$ cat src/rtl/gov_pkg.sv
package gov_pkg;

  // strobes from control to datapath
  typedef struct packed {
    logic accEn;   // window is running, count arriving packets
    logic accClr;  // last cycle of window: decide and restart sum
  } gov_strobe_t;

  // threshold for one level, scaled by its frequency in step units
  function automatic longint unsigned calcThresh(
    input longint unsigned topBits,
    input int unsigned     minUnits,
    input int unsigned     numLevels,
    input int unsigned     idx);
    longint unsigned topUnits;
    topUnits = longint'(minUnits + numLevels - 1);
    return (topBits * longint'(minUnits + idx)) / topUnits;
  endfunction

endpackage

$ cat src/rtl/gov_datapath.sv
module gov_datapath
  import gov_pkg::*;
#(
  parameter int NUM_LEVELS      = 5,
  parameter int PKT_W           = 16,
  parameter int ACC_W           = 32,
  parameter longint TOP_THRESH_BITS = 33333333,
  parameter int MIN_UNITS       = 8,
  localparam int LVL_W          = $clog2(NUM_LEVELS)
) (
  input  logic              clk,
  input  logic              rstN,
  input  gov_strobe_t       strobe,
  input  logic              pktValid,
  input  logic [PKT_W-1:0]  pktBits,
  input  logic [LVL_W-1:0]  levelIdx,
  output logic              isAbove,
  output logic              isBelow
);

  logic [ACC_W-1:0] thrTab [NUM_LEVELS];

  for (genvar g = 0; g < NUM_LEVELS; g++) begin : g_thr
    localparam longint unsigned THR =
      calcThresh(TOP_THRESH_BITS, MIN_UNITS, NUM_LEVELS, g);
    assign thrTab[g] = ACC_W'(THR);
  end

  logic [ACC_W-1:0] accSum;
  logic [ACC_W:0]   sumWide;
  logic [ACC_W-1:0] total;
  logic [ACC_W-1:0] curThr;

  assign sumWide = {1'b0, accSum} + (ACC_W+1)'(pktValid ? pktBits : '0);
  assign total   = sumWide[ACC_W] ? '1 : sumWide[ACC_W-1:0];
  assign curThr  = thrTab[levelIdx];
  assign isAbove = total > curThr;
  assign isBelow = total < curThr;

  always_ff @(posedge clk) begin
    if (!rstN)             accSum <= '0;
    else if (strobe.accClr) accSum <= '0;
    else if (strobe.accEn)  accSum <= total;
  end

endmodule

$ cat src/rtl/gov_control.sv
module gov_control
  import gov_pkg::*;
#(
  parameter int NUM_LEVELS     = 5,
  parameter int WINDOW_CYCLES  = 20000,
  parameter int PENALTY_CYCLES = 6000,
  localparam int LVL_W         = $clog2(NUM_LEVELS),
  localparam int WIN_W         = $clog2(WINDOW_CYCLES),
  localparam int PEN_W         = $clog2(PENALTY_CYCLES + 1),
  localparam logic [LVL_W-1:0] LVL_MAX = LVL_W'(NUM_LEVELS - 1)
) (
  input  logic             clk,
  input  logic             rstN,
  input  logic             isAbove,
  input  logic             isBelow,
  output gov_strobe_t      strobe,
  output logic [LVL_W-1:0] levelIdx,
  output logic             busy
);

  logic [WIN_W-1:0] windowCnt;
  logic [PEN_W-1:0] penaltyCnt;
  logic             windowLast;
  logic             stepUp;
  logic             stepDown;

  assign busy        = penaltyCnt != '0;
  assign windowLast  = windowCnt == WIN_W'(WINDOW_CYCLES - 1);
  assign strobe.accEn  = !busy;
  assign strobe.accClr = !busy && windowLast;
  assign stepUp   = strobe.accClr && isAbove && (levelIdx != LVL_MAX);
  assign stepDown = strobe.accClr && isBelow && (levelIdx != '0);

  always_ff @(posedge clk) begin
    if (!rstN) begin
      windowCnt  <= '0;
      penaltyCnt <= '0;
      levelIdx   <= LVL_MAX;
    end else begin
      if (busy) begin
        penaltyCnt <= penaltyCnt - 1'b1;
      end else begin
        windowCnt <= windowLast ? '0 : windowCnt + 1'b1;
        if (stepUp || stepDown) penaltyCnt <= PEN_W'(PENALTY_CYCLES);
        if (stepUp)        levelIdx <= levelIdx + 1'b1;
        else if (stepDown) levelIdx <= levelIdx - 1'b1;
      end
    end
  end

endmodule

$ cat src/rtl/traffic_vf_governor.sv
module traffic_vf_governor
  import gov_pkg::*;
#(
  parameter int NUM_LEVELS      = 5,
  parameter int PKT_W           = 16,
  parameter int ACC_W           = 32,
  parameter int WINDOW_CYCLES   = 20000,
  parameter int PENALTY_CYCLES  = 6000,
  parameter longint TOP_THRESH_BITS = 33333333,
  parameter int FREQ_MIN_MHZ    = 400,
  parameter int FREQ_STEP_MHZ   = 50,
  parameter int VOLT_MIN_MV     = 1100,
  parameter int VOLT_STEP_MV    = 50,
  parameter int FREQ_W          = 10,
  parameter int VOLT_W          = 11,
  localparam int LVL_W          = $clog2(NUM_LEVELS),
  localparam int MIN_UNITS      = FREQ_MIN_MHZ / FREQ_STEP_MHZ
) (
  input  logic              clk,
  input  logic              rstN,
  input  logic              pktValid,
  input  logic [PKT_W-1:0]  pktBits,
  output logic [LVL_W-1:0]  levelIdx,
  output logic [FREQ_W-1:0] freqMhz,
  output logic [VOLT_W-1:0] voltMv,
  output logic              busy
);

  gov_strobe_t strobe;
  logic        isAbove;
  logic        isBelow;

  gov_datapath #(
    .NUM_LEVELS(NUM_LEVELS), .PKT_W(PKT_W), .ACC_W(ACC_W),
    .TOP_THRESH_BITS(TOP_THRESH_BITS), .MIN_UNITS(MIN_UNITS)
  ) i_datapath (
    .clk(clk), .rstN(rstN), .strobe(strobe), .pktValid(pktValid),
    .pktBits(pktBits), .levelIdx(levelIdx),
    .isAbove(isAbove), .isBelow(isBelow)
  );

  gov_control #(
    .NUM_LEVELS(NUM_LEVELS), .WINDOW_CYCLES(WINDOW_CYCLES),
    .PENALTY_CYCLES(PENALTY_CYCLES)
  ) i_control (
    .clk(clk), .rstN(rstN), .isAbove(isAbove), .isBelow(isBelow),
    .strobe(strobe), .levelIdx(levelIdx), .busy(busy)
  );

  assign freqMhz = FREQ_W'(FREQ_MIN_MHZ) + FREQ_W'(FREQ_STEP_MHZ) * FREQ_W'(levelIdx);
  assign voltMv  = VOLT_W'(VOLT_MIN_MV) + VOLT_W'(VOLT_STEP_MV) * VOLT_W'(levelIdx);

endmodule

$ cat config.mk
export PLATFORM = sky130hd
export DESIGN_NAME = traffic_vf_governor
export DESIGN_NICKNAME = d
export VERILOG_FILES = /design/src/rtl/gov_pkg.sv /design/src/rtl/gov_datapath.sv /design/src/rtl/gov_control.sv /design/src/rtl/traffic_vf_governor.sv
export SDC_FILE = /design/constraint.sdc
export NUM_CORES = 1
export LEC_CHECK = 0
export BUFFER_PORTS_ARGS = -buffer_cell sky130_fd_sc_hd__buf_2
export CAP_MARGIN = 10
export CORE_MARGIN = 2
export CORE_UTILIZATION = 50
export CTS_CLUSTER_SIZE = 14
export DETAILED_ROUTE_END_ITERATION = 8
export GPL_ROUTABILITY_DRIVEN = 0
export PLACE_DENSITY = 0.73
export SYNTH_ARGS = -nofsm -noshare
export SYNTH_HDL_FRONTEND = slang
export SYNTH_SLANG_ARGS = --single-unit
$ cat constraint.sdc
create_clock -name clk -period 6.1 [get_ports clk]
set_clock_uncertainty 0.1 [all_clocks]
set_input_delay 0.61 -clock clk [delete_from_list [all_inputs] [get_ports clk]]
set_output_delay 0.61 -clock clk [all_outputs]
set_load 0.05 [all_outputs]
; Word level (Yosys, flattened, before mapping)
; Memory sizes are Yosys's and may differ from the RTL's.
; Cells that the tools add are included.
[totals]
reg_bits = 63
rom_bits = 256
input_bits = 19
output_inout_bits = 25
mem_count = 1
[op_classes]
n_addsub = 7
mul = 2
order_cmp = 3
eq_ne = 2
n_mux = 9
bitwise = 3
reduce_logical = 13
[memory_table]
columns = name, words, width, rd, rd_clocked_by_memory_dff, write_ports, line
row1 = (name not given), 8, 32, 1, 0, 0, gov_datapath.sv:36  ; assign curThr = thrTab[levelIdx];
[ops]
columns = op, count
row1 = 2-to-1 mux 32 bit, 3
row2 = adder 32 x 33 -> 33 bit, 1
row3 = > comparator 32 bit, 1
row4 = < comparator 32 bit, 1
row5 = 2-to-1 mux 13 bit, 2
row6 = multiplier 5 x 3 -> 8 bit (first input constant), 2
row7 = 2-to-1 mux 16 bit, 1
row8 = adder 15 x 1 -> 15 bit (second input constant), 1
row9 = == test 15 bit (second input constant), 1
row10 = 2-to-1 mux 15 bit, 1
row11 = nonzero test 13 bit, 1
row12 = subtractor 13 x 1 -> 13 bit (second input constant), 1
row13 = adder 11 x 9 -> 11 bit (first input constant), 1
row14 = adder 9 x 9 -> 10 bit (first input constant), 1
row15 = 2-to-1 mux 3 bit, 2
row16 = logical AND 1 bit, 5
row17 = >= comparator 4 bit (second input constant), 1
row18 = inverter 3 -> 4 bit, 1
row19 = nonzero test 2 bit, 2
row20 = adder 3 x 1 -> 3 bit (second input constant), 1
row21 = inequality test 3 bit (second input constant), 1
row22 = nonzero test 3 bit, 1
row23 = subtractor 3 x 1 -> 3 bit (second input constant), 1
row24 = inverter 1 bit, 2
row25 = 4 further kinds, 4

; Longest topological paths before layout
; Gate-level depths: netlist of run 1.
[logic_depth]
ltp_word = 10
ltp_mapped = 27
mapped_depth_nobuf = 25

; By module
; Synthesis of run 1 repeated with hierarchy kept, for this count alone.
[hier_totals]
hier_cells = 694
hier_area_um2 = 5421.4
[modules_own_cells]
columns = mod, n_inst, cells_each, area_per_inst_um2
row1 = gov_datapath, 1, 458, 3482.1
row2 = gov_control, 1, 198, 1621.6
row3 = traffic_vf_governor, 1, 38, 317.8

; Worst setup path before layout of run 1
; No wires, ideal clock.
[synth_timing]
path_kind = in2reg
startpoint = input port pktBits[0]
endpoint = register i_control.levelIdx[2]
setup_ns = 0.123
arrival_time_ns = 5.255
t_required_ns = 5.877
setup_slack_ns = 0.621
stages = 24
cell_sequence = and2_1 ha_1 fa_1 a21o_1 a21o_1 a311oi_2 a21oi_1 nand4_1 clkbuf_1 buf_1 nand2_1 ha_1 a21o_1 nand3_1 a21oi_1 o31ai_1 nor4b_1 o31a_1 o21ai_0 o21ai_0 fa_1 a31oi_1 nor4b_2 mux2_1
[synth_via]
elab_chain_cells = 8
[synth_lines]
columns = element, line
row1 = "start, declared", traffic_vf_governor.sv:22  ; input logic [PKT_W-1:0] pktBits,
row2 = 2-to-1 mux 16 bit *, gov_datapath.sv:34  ; assign sumWide = {1'b0, accSum} + (ACC_W+1)'(pktValid ? pktBits : '0);
row3 = adder 32 x 33 -> 33 bit *, gov_datapath.sv:34
row4 = 2-to-1 mux 32 bit *, gov_datapath.sv:35  ; assign total = sumWide[ACC_W] ? '1 : sumWide[ACC_W-1:0];
row5 = net i_datapath.total[9], gov_datapath.sv:31  ; logic [ACC_W-1:0] total;
row6 = < comparator 32 bit / > comparator 32 bit (equally long branches), "gov_datapath.sv:38, gov_datapath.sv:37"
row7 = logical AND 1 bit (on tied branches) (2 in series), "gov_control.sv:32, gov_control.sv:31"
row8 = nonzero test 2 bit (no line), --
row9 = AND reduction 2 bit (no line), --
row10 = "end signal, assigned", gov_control.sv:45  ; if (stepUp) levelIdx <= levelIdx + 1'b1;
row11 = "end signal, assigned", gov_control.sv:46  ; else if (stepDown) levelIdx <= levelIdx - 1'b1;
row12 = "end, declared", gov_control.sv:17  ; output logic [LVL_W-1:0] levelIdx,
; The timed path passes the listed nets; every way through them passes the cells marked *.
; A chain may end at the register's enable or synchronous reset.

; Worst setup path in the final report of run 1
[layout_timing]
startpoint = input port pktValid
endpoint = register i_control.levelIdx[2]
[layout_via]
elab_chain_cells = 8
[layout_lines]
columns = element, line
row1 = "start, declared", traffic_vf_governor.sv:21  ; input logic pktValid,
row2 = 2-to-1 mux 16 bit *, gov_datapath.sv:34
row3 = adder 32 x 33 -> 33 bit *, gov_datapath.sv:34
row4 = 2-to-1 mux 32 bit *, gov_datapath.sv:35
row5 = net i_datapath.total[22], gov_datapath.sv:31
row6 = < comparator 32 bit / > comparator 32 bit (equally long branches), "gov_datapath.sv:38, gov_datapath.sv:37"
row7 = logical AND 1 bit (on tied branches) (2 in series), "gov_control.sv:32, gov_control.sv:31"
row8 = nonzero test 2 bit (no line), --
row9 = AND reduction 2 bit (no line), --
; Marked as above.

==> flow_summary.toml, run 1 <==
[cts]
clockBufferDepth = 2
post_cts_buffers = 0
cts_max_level = 3
cts_tree = "built"
cts_resized = 0
clockRootBuffer = "clkbuf_8"
cts_hold_buffers = 0
cts_buffers = 9
cts_sinks = 63
clk_latency_ns = 0.36
clkTransAtPathRegs_ns = 0.08

[critical_path]
worstPathArrival_ns = 5.90
cp.required_ns = 6.25
setup.worst_path.end_class = "flip-flop"
slowest_stage = "fa_1"
path_class = "input port to flip-flop"
timing.rr.end = "i_control.levelIdx[2]$_SDFFE_PN1P_"
cp_common_cell = "o21ai_0"
start_kind = "input port"
cp_max_fo = 16
cpPeakStageDelay_ns = 0.41
r2r.worst_path.cells = 22
crit_chain = "buf_2, and2_1, ha_1, fa_1, a21o_1, a221oi_1, nor2b_1, a211o_1, a41o_1, and3_1, o21ai_0, ha_1, nand4_1, nor2_1, nand2_1, a21oi_1, nor4b_1, o31a_1, o21ai_0, o21ai_0, fa_1, nand4_1, nor4b_2, mux2_1"
worstReg2RegStart = "i_datapath.accSum[0]$_SDFFE_PP0P_"
regToRegSetupSlack_ns = 0.60

[cells_and_area]
drive_gt1_share_pct = 11.0
antennaDiodeCount = 0
area_growth_pct = 8.50
nFillCells = 955
final_nets = 819

[timing]
setup_viol = 0
finalHoldViolCount = 0
fin_ws_ns = 0.346
fin_crit_sh_pct = 94.3
fmax_mhz = 174
rsz0062_at_grt = "false"
slew_viol_final = 0
tightestPinTransition_ns = 1.01
whs_ns = 0.365
finalCriticalPeriod_ns = 5.75
slew_headroom_pct = 32.6
fin_tns_setup_ns = 0

[logic_synthesis]
synth_edf_count = 0
ys_ff_latch = 63
yosysUniqueCellTypes = 62
ys_warn_count = 0
netlist_area_um2 = 5330
synth-seq-area-share_pct = 23.7
yosysMostFrequentCell = "nand2_1"
ys.flop_type = "dfxtp_1"
syn_area_per_cell_um2 = 7.37
synthTopCellsByArea = "dfxtp_1 (24%), ha_1 (12%), nand2_1 (7.5%)"
synth.largest_area_cell = "dfxtp_1"
async_flop_share_pct = 0
synth_top_area_share_pct = 23.7
synthTopCellsByCount = "nand2_1 (107), a21oi_1 (75), nor2_1 (66)"
syn_inst = 723

[global_routing]
grt-ovfl-total = 0
track_usage_pct = 26.2
grt_pass1_wl_um = 24200
grt_max_degree = 46
first_global_vias = 5138
antenna_found_initial = 0

[hold_path]
hold_path.class = "flip-flop to flip-flop"
whs_endpoint = "i_datapath.accSum[9]$_SDFFE_PP0P_"
worstHoldStart = "i_datapath.accSum[9]$_SDFFE_PP0P_"
hold_path_depth = 2

[placed_design]
dpl_worst_slack_ns = 0.133
hpwlAfterDp_um = 11000
port-buffer-count = 40

[detailed_routing]
routedWlPerCell_um = 16.5
antenna_left = 0
viasPerCell = 6.10
wl_um = 14600
drc = 0
drtPass1Iterations = 6
via_count = 5390
drt_iter0_drc = 372

[power_and_ir_drop]
ir_drop_v = 0.000183
leakagePower_uw = 0.00236
power_uw = 1470
powerDensity_nw_per_um2 = 254

[floorplan]
core-area_um2 = 10300
die_h_um = 107
die_area_um2 = 11500
rows = 37
die_w_um = 107
io_pins = 44
initial_core_util_pct = 51.6

[run]
maxCapViolations = 0

[run_status]
status = "finished clean"
## critical path: cells and delay by family
| family | cells | cell delay (ns) |
|---|---|---|
| multiplexers | 1 | 0.34 |
| adder cells (fa/ha/maj) | 4 | 1.21 |
| AND/OR/NAND/NOR | 9 | 1.35 |
| buffers and inverters | 1 | 0.18 |
| AO/OA/AOI/OAI | 9 | 2.22 |
## power breakdown
| part | internal, µW | switching, µW |
|---|---|---|
| Clock | 194 | 170 |
| Combinational | 209 | 386 |
| Sequential | 467 | 44.0 |
| Total | 869 | 600 |
## placed cells by master (no fill, tap or decap), types with 6 or more instances in the layout
cell type / netlist / routed
ha_1: 53 / 53
and3_1: 10 / 10
buf_2: 6 / 40
clkbuf_8: 0 / 10
a31oi_1: 6 / 6
a311oi_1: 8 / 8
nand3_1: 28 / 28
and2_1: 24 / 24
buf_4: 7 / 9
a21oi_1: 75 / 75
nor2b_1: 9 / 9
a211oi_1: 7 / 7
nor2_1: 66 / 66
a21o_1: 11 / 11
nand4_1: 21 / 21
xnor2_1: 23 / 23
dfxtp_1: 63 / 63
nor3_1: 11 / 11
nand2_1: 107 / 107
or3_1: 6 / 6
xor2_1: 22 / 22
inv_1: 19 / 19
nor4_1: 9 / 9
or2_2: 7 / 7
o21ai_0: 27 / 27
## metal layers
metal	wire [µm]	global-route usage [%]
met1	6420	34.3
met5	0	0
met4	386	10.3
met2	6680	42.8
met3	1070	4.42
## metrics by stage
stage | instances | instance area [µm²] | util, %
CTS | 884 | 5780 | 56.0
detailed placement | 870 | 5600 | 54.2
floorplan | 724 | 5340 | -
global route | 884 | 5780 | 56.0
global placement | 870 | 5600 | 54.2
finish | 884 | 5780 | 56.0
## how the worst max path moves through the flow
stage                     cells after the start                            endpoint  slack [ns]        from
after floorplan                              24  i_control.levelIdx[2]$_SDFFE_PN1P_        0.62  pktBits[0]
after global routing                         22  i_control.levelIdx[2]$_SDFFE_PN1P_        0.04    pktValid
after detailed placement                     24  i_control.levelIdx[2]$_SDFFE_PN1P_        0.13    pktValid
after global placement                       24  i_control.levelIdx[2]$_SDFFE_PN1P_        0.33    pktValid
after CTS                                    24  i_control.levelIdx[2]$_SDFFE_PN1P_        0.41    pktValid
final                                        24  i_control.levelIdx[2]$_SDFFE_PN1P_        0.35    pktValid
## state kept, by name (all words and copies together) (netlist names)
| signal | count |
|---|---|
| i_control.windowCnt | 15 |
| i_control.penaltyCnt | 13 |
| i_control.levelIdx | 3 |
| i_datapath.accSum | 32 |
## area by class of cell
| cell class | instances | area (µm²) | share of cell area [%] |
|---|---|---|---|
| tap | 136 | 170 | 2.94 |
| timing repair buffer | 49 | 268 | 4.63 |
| inverter | 20 | 75.1 | 1.30 |
| multi-input combinational | 602 | 3820 | 66.1 |
| clock inverter | 4 | 47.5 | 0.822 |
| clock buffer | 10 | 138 | 2.38 |
| sequential | 63 | 1260 | 21.8 |
## cell families (layout without fill, tap and decap cells)
kind of cell | Yosys count | count (layout) | synth area share [%]
simple gates | 325 | 325 | 30.2
xor+xnor | 45 | 45 | 7.39
fa+ha+maj | 55 | 55 | 13.2
other cells | 2 | 3 | 0.141
mux | 2 | 2 | 0.399
buf+inv | 59 | 83 | 4.79
flops | 63 | 63 | 23.7
compound gates | 172 | 172 | 20.3
Power figures use the tool's default switching activity.
==> run 2: changes to the inputs <==
--- a/config.mk
+++ b/config.mk
@@ -8,11 +8,11 @@
 export BUFFER_PORTS_ARGS = -buffer_cell sky130_fd_sc_hd__buf_2
 export CAP_MARGIN = 10
 export CORE_MARGIN = 2
-export CORE_UTILIZATION = 50
+export CORE_UTILIZATION = 45
 export CTS_CLUSTER_SIZE = 14
 export DETAILED_ROUTE_END_ITERATION = 8
 export GPL_ROUTABILITY_DRIVEN = 0
-export PLACE_DENSITY = 0.73
+export PLACE_DENSITY = 0.67
 export SYNTH_ARGS = -nofsm -noshare
 export SYNTH_HDL_FRONTEND = slang
 export SYNTH_SLANG_ARGS = --single-unit
==> run 2 against run 1 <==
Global-route usage decreased by 3.0 points. Utilization decreased by 4.6 points. Non-clock buffer count increased by 1. Fmax increased by 0.88%. First-iteration DRC count decreased by 18%. Critical path type unchanged. Register-to-register slack improved by 0.06 ns. Combinational power increased by 1%. Via count decreased by 1.0%. Clock power increased by 37%.
==> flow_summary.toml, run 2 (synthesized netlist as in run 1, its figures left out) <==
[detailed_routing]
top_layer = "met4"
dr_wl_met2_um = 6530
wl_um = 14500
drt_iter0_drc = 305
routedLengthMet1_um = 6750
viasPerCell = 5.97
antenna_left = 0
wl_met3_um = 827
via_count = 5334
drtPass1Iterations = 5
drc = 0
routedWlPerCell_um = 16.2

[cells_and_area]
final_nets = 820
top_regs = "i_datapath.accSum (32), i_control.windowCnt (15), i_control.penaltyCnt (13)"
antennaDiodeCount = 0
area_growth_pct = 10.7
final_cell_mix = "nand2_1 (107), a21oi_1 (75), nor2_1 (65)"
largest_register_ffs = 32
largest_register = "i_datapath.accSum"
final_common_cell = "nand2_1"
drive_gt1_share_pct = 11.5

[floorplan]
initial_core_util_pct = 46.5
die_w_um = 113
core-area_um2 = 11500
rows = 39
die_area_um2 = 12700
io_pins = 44
die_h_um = 113

[cts]
clockRootBuffer = "clkbuf_16"
clockBufferDepth = 2
cts_buffers = 9
cts_sinks = 63
clk_latency_ns = 0.35
cts_tree = "built"
cts_max_level = 3
clkTransAtPathRegs_ns = 0.06
cts_hold_buffers = 0

[placed_design]
dpl_worst_slack_ns = 0.0872
hpwlAfterDp_um = 11000
port-buffer-count = 40

[critical_path]
worstPathArrival_ns = 5.83
start_kind = "input port"
cpPeakStageDelay_ns = 0.41
slowest_stage = "fa_1"
setup.worst_path.end_class = "flip-flop"
crit_chain = "buf_2, and2_1, ha_1, fa_1, a21o_1, a21o_1, a311oi_2, a21oi_1, nand4_1, buf_4, o21ai_0, ha_1, nand4_1, nor4_1, nand2_1, nor4b_1, nor4b_1, nor3_1, a21boi_0, o21ba_2, nor4b_2, mux2_1"
cp_max_fo = 16
regToRegSetupSlack_ns = 0.66
critPathTopFamily = "simple AND/OR/NAND/NOR gates"
path_class = "input port to flip-flop"
cp.required_ns = 6.23
crit_buf_inv = 2

[run]
maxCapViolations = 0

[global_routing]
track_usage_pct = 23.2
antenna_found_initial = 0
grt_pass1_wl_um = 24200
grt_max_degree = 26
grt-ovfl-total = 0
first_global_vias = 5014

[hold_path]
hold_path.class = "flip-flop to flip-flop"

[timing]
setup_viol = 0
fin_crit_sh_pct = 93.5
finalCriticalPeriod_ns = 5.70
rsz0062_at_grt = "false"
tightestPinTransition_ns = 0.862
slew_headroom_pct = 42.4
fmax_mhz = 175
slew_viol_final = 0
finalHoldViolCount = 0
fin_tns_setup_ns = 0
fin_ws_ns = 0.396

[power_and_ir_drop]
leakagePower_uw = 0.00240
powerDensity_nw_per_um2 = 273
ir_drop_v = 0.000218

[run_status]
status = "finished clean"
## run 2: area by class of cell
cell class | instances | area, µm²
well taps | 143 | 179
clock inverters | 6 | 45.0
repair buffers | 50 | 275
inverters | 20 | 75.1
clock buffers | 10 | 239
multi-input cells | 602 | 3830
flip-flops and latches | 63 | 1260
fillers | 1119 | 5570
## run 2: per-layer routing
| layer | GRT usage, % | vias to the layer above |
|---|---|---|
| met2 | 36.7 | 172 |
| met3 | 5.30 | 38 |
| li1 | - | 2621 |
| met5 | 0 | - |
| met1 | 30.8 | 2503 |
| met4 | 9.11 | 0 |
## run 2: worst register-to-register path, delay by kind of cell, from the launching register on
| kind | cells | cell delay (ns) |
|---|---|---|
| flip-flops | 1 | 0.32 |
| adder cells (fa/ha/maj) | 3 | 0.99 |
| AO/OA/AOI/OAI | 7 | 1.70 |
| multiplexers | 1 | 0.31 |
| buffers and inverters | 1 | 0.24 |
| AND/OR/NAND/NOR | 8 | 1.65 |
## run 2: what timing repair did
| action | in CTS | in global routing |
|---|---|---|
| gates resized for setup | 0 | 1 |
| setup buffers | 0 | 0 |
| setup endpoints to repair | 0 | 1 |
## run 2: power breakdown
group          total [µW]  switching [µW]  internal [µW]
logic                 600             384            216
clock network         500             212            287
registers             511            43.7            467
total                1610             640            971
## run 2: path summary, 6_finish.rpt
| path | startpoint | endpoint | depth (start not counted) |
|---|---|---|---|
| setup / recovery | pktValid | i_control.levelIdx[2]$_SDFFE_PN1P_ | 22 |
| hold / removal | i_datapath.accSum[12]$_SDFFE_PP0P_ | i_datapath.accSum[12]$_SDFFE_PP0P_ | 2 |
| setup reg to reg | i_datapath.accSum[0]$_SDFFE_PP0P_ | i_control.levelIdx[2]$_SDFFE_PN1P_ | 20 |
| hold reg to reg | i_datapath.accSum[12]$_SDFFE_PP0P_ | i_datapath.accSum[12]$_SDFFE_PP0P_ | 2 |
## run 2: stage by stage
stage	utilization [%]	hold WS, ns	power (µW)	cell area (µm²)	instances
2_1_floorplan	-	0.341	951	5340	724
3_3_place_gp	49.0	0.350	1090	5620	878
3_5_place_dp	49.0	0.354	1110	5620	878
4_1_cts	51.4	0.362	1610	5900	894
5_1_grt	51.5	0.379	1720	5900	894
6_report	51.5	0.360	1610	5900	894
==> run 3: changes to the inputs <==
--- a/config.mk
+++ b/config.mk
@@ -9,10 +9,12 @@
 export CAP_MARGIN = 10
 export CORE_MARGIN = 2
 export CORE_UTILIZATION = 45
+export CTS_CLUSTER_DIAMETER = 150
 export CTS_CLUSTER_SIZE = 14
 export DETAILED_ROUTE_END_ITERATION = 8
 export GPL_ROUTABILITY_DRIVEN = 0
 export PLACE_DENSITY = 0.67
 export SYNTH_ARGS = -nofsm -noshare
 export SYNTH_HDL_FRONTEND = slang
+export SYNTH_HIERARCHICAL = 1
 export SYNTH_SLANG_ARGS = --single-unit
==> run 3 against run 2 <==
Non-clock buffer count rose by 33. Clock-buffer cell count did not move. Total power rose by 40%. Largest cell class unchanged. Largest power group unchanged.
==> flow_summary.toml, run 3 <==
[timing]
slew_viol_final = 0
fin_crit_sh_pct = 93.5
fmax_mhz = 175
whs_ns = 0.378
setup_viol = 0
rsz0062_at_grt = "false"
fin_tns_setup_ns = 0
slew_headroom_pct = 21.6
tightestPinTransition_ns = 1.17
finalCriticalPeriod_ns = 5.70
finalHoldViolCount = 0

[cts]
clockBufferDepth = 2
cts_buffers = 9
cts_sinks = 63
clkTransAtPathRegs_ns = 0.06
clockRootBuffer = "clkbuf_16"
cts_tree = "built"
clk_latency_ns = 0.33
cts_max_level = 3

[power_and_ir_drop]
ir_drop_v = 0.000212
leakagePower_uw = 0.00266
powerDensity_nw_per_um2 = 360

[critical_path]
cp.required_ns = 6.28
setup.worst_path.end_class = "flip-flop"
r2r.worst_path.cells = 22
worstPathArrival_ns = 5.88
startpoint = "pktValid"
path_class = "input port to flip-flop"
start_kind = "input port"
worstReg2RegStart = "i_datapath/accSum[10]$_SDFFE_PP0P_"
cp_max_fo = 16

[global_routing]
grt-ovfl-total = 0
grt_max_degree = 46
track_usage_pct = 23.4
antenna_found_initial = 0
first_global_vias = 5088
grt_pass1_wl_um = 24600

[cells_and_area]
drive_gt1_share_pct = 18.5
largest_register = "i_datapath/accSum"
final_nets = 820
finalNonFillerCells = 897
nFillCells = 1119
final_common_cell = "dfxtp_1"
largest_register_ffs = 32
area_growth_pct = 15.3
final_cell_mix = "dfxtp_1 (63), ha_1 (54), nor2_1 (51), a21oi_1 (51), nand2_1 (48)"
multi_input_area_um2 = 3880
antennaDiodeCount = 0
regArea_um2 = 1260
top_regs = "i_datapath/accSum (32), i_control/windowCnt (15), i_control/penaltyCnt (13)"

[logic_synthesis]
synth_top_area_share_pct = 23.3
yosysMostFrequentCell = "dfxtp_1"
yosysUniqueCellTypes = 79
synthSimpleGateAreaFrac_pct = 26.5
synthTopCellsByArea = "dfxtp_1 (23%), ha_1 (12%), a21oi_1 (5.0%)"
synth_fa_ha_area_share_pct = 13.2
ys_ff_latch = 63
synth.largest_area_cell = "dfxtp_1"
syn_area_per_cell_um2 = 7.81
synthTopCellsByCount = "dfxtp_1 (63), a21oi_1 (54), ha_1 (54)"
synth_top_family_by_area = "simple AND/OR/NAND/NOR gates"
ys_warn_count = 6
synth_edf_count = 0
netlist_area_um2 = 5420
synth_compound_area_share_pct = 25.0
async_flop_share_pct = 0
synth.area.mux_share_pct = 1.11
synth_xor_area_share_pct = 4.68
syn_inst = 694
ys.flop_type = "dfxtp_1"
synth-seq-area-share_pct = 23.3

[floorplan]
die_h_um = 114
core-area_um2 = 11900
io_pins = 44
rows = 40
die_w_um = 114
initial_core_util_pct = 45.7
die_area_um2 = 12900

[run]
maxCapViolations = 0

[hold_path]
hold_path_depth = 2
worstHoldStart = "i_control/windowCnt[11]$_SDFFE_PN0P_"
hold_path.class = "flip-flop to flip-flop"

[placed_design]
hpwlAfterDp_um = 10800
dp.cells = 879
port-buffer-count = 40

[detailed_routing]
viasPerCell = 6.07
drt_iter0_drc = 424
wl_um = 14700
drtPass1Iterations = 5
routedWlPerCell_um = 16.4
drc = 0
antenna_left = 0
via_count = 5445

[run_status]
status = "finished clean"
[run 3: worst paths after layout]
check        slack, ns                                    to
min               0.38  i_control/windowCnt[11]$_SDFFE_PN0P_
min reg2reg       0.38  i_control/windowCnt[11]$_SDFFE_PN0P_
max reg2reg       0.65    i_control/levelIdx[2]$_SDFFE_PN1P_
max               0.40    i_control/levelIdx[2]$_SDFFE_PN1P_
[run 3: repair_timing]
action                     CTS  global route
setup endpoints to repair    0             5
buffers inserted             0             2
hold buffers                 0             0
resized for setup            0            15
[run 3: layout make-up]
| class | instances | share of cell area, % |
|---|---|---|
| Clock buffer | 10 | 3.66 |
| Clock inverter | 6 | 1.12 |
| Inverter | 27 | 1.62 |
| Multi-Input combinational cell | 561 | 62.1 |
| Sequential cell | 63 | 20.2 |
| Tap cell | 147 | 2.94 |
| Timing Repair Buffer | 83 | 8.40 |
[run 3: worst max-delay path: stages]
cell and delay [ns]:
buf_4 0.16, and2_1 0.15, ha_1 0.28, buf_4 0.16, a21oi_1 0.15, o21a_1 0.19, o21bai_2 0.10, o41a_1 0.52
o211ai_1 0.25, xor2_1 0.24, nand2_1 0.10, ha_1 0.31, nand4_1 0.12, nor3_2 0.16, o21ai_1 0.10, nand2b_1 0.15
o221a_2 0.26, a311oi_2 0.24, a2111o_1 0.22, nand3_2 0.08, fa_2 0.41, or4b_4 0.52, a211oi_2 0.23, o32a_1 0.17
[run 3: metal layers]
metal	wire length [µm]	track usage, %	vias to the layer above
met5	0	0	-
met4	253	7.24	0
met3	936	4.09	26
met2	6610	36.7	176
met1	6900	32.8	2565
li1	-	-	2678
[run 3: metrics by stage]
| step | setup slack, ns | power [µW] | util, % | area (µm²) |
|---|---|---|---|---|
| 4_1_cts | 0.0730 | 2220 | 52.2 | 6190 |
| 3_5_place_dp | -0.246 | 1690 | 49.7 | 5890 |
| 5_1_grt | 0.138 | 2420 | 52.7 | 6250 |
| 2_1_floorplan | 0.0673 | 1380 | - | 5430 |
| 3_3_place_gp | -0.0174 | 1660 | 49.7 | 5890 |
| 6_report | 0.397 | 2250 | 52.7 | 6250 |
[run 3: power by group]
group          internal [µW]  switching (µW)  total (µW)
sequential               502            79.8         581
clock                    319             201         520
combinational            450             697        1150
[run 3: cell families after synthesis]
family,count (synthesis)
buffers and inverters,71
other,2
DFF,63
AOI/OAI and AO/OA,201
muxes,6
and+or+nand+nor,266
xor gates and xnor gates,29
adders and majority gates,56
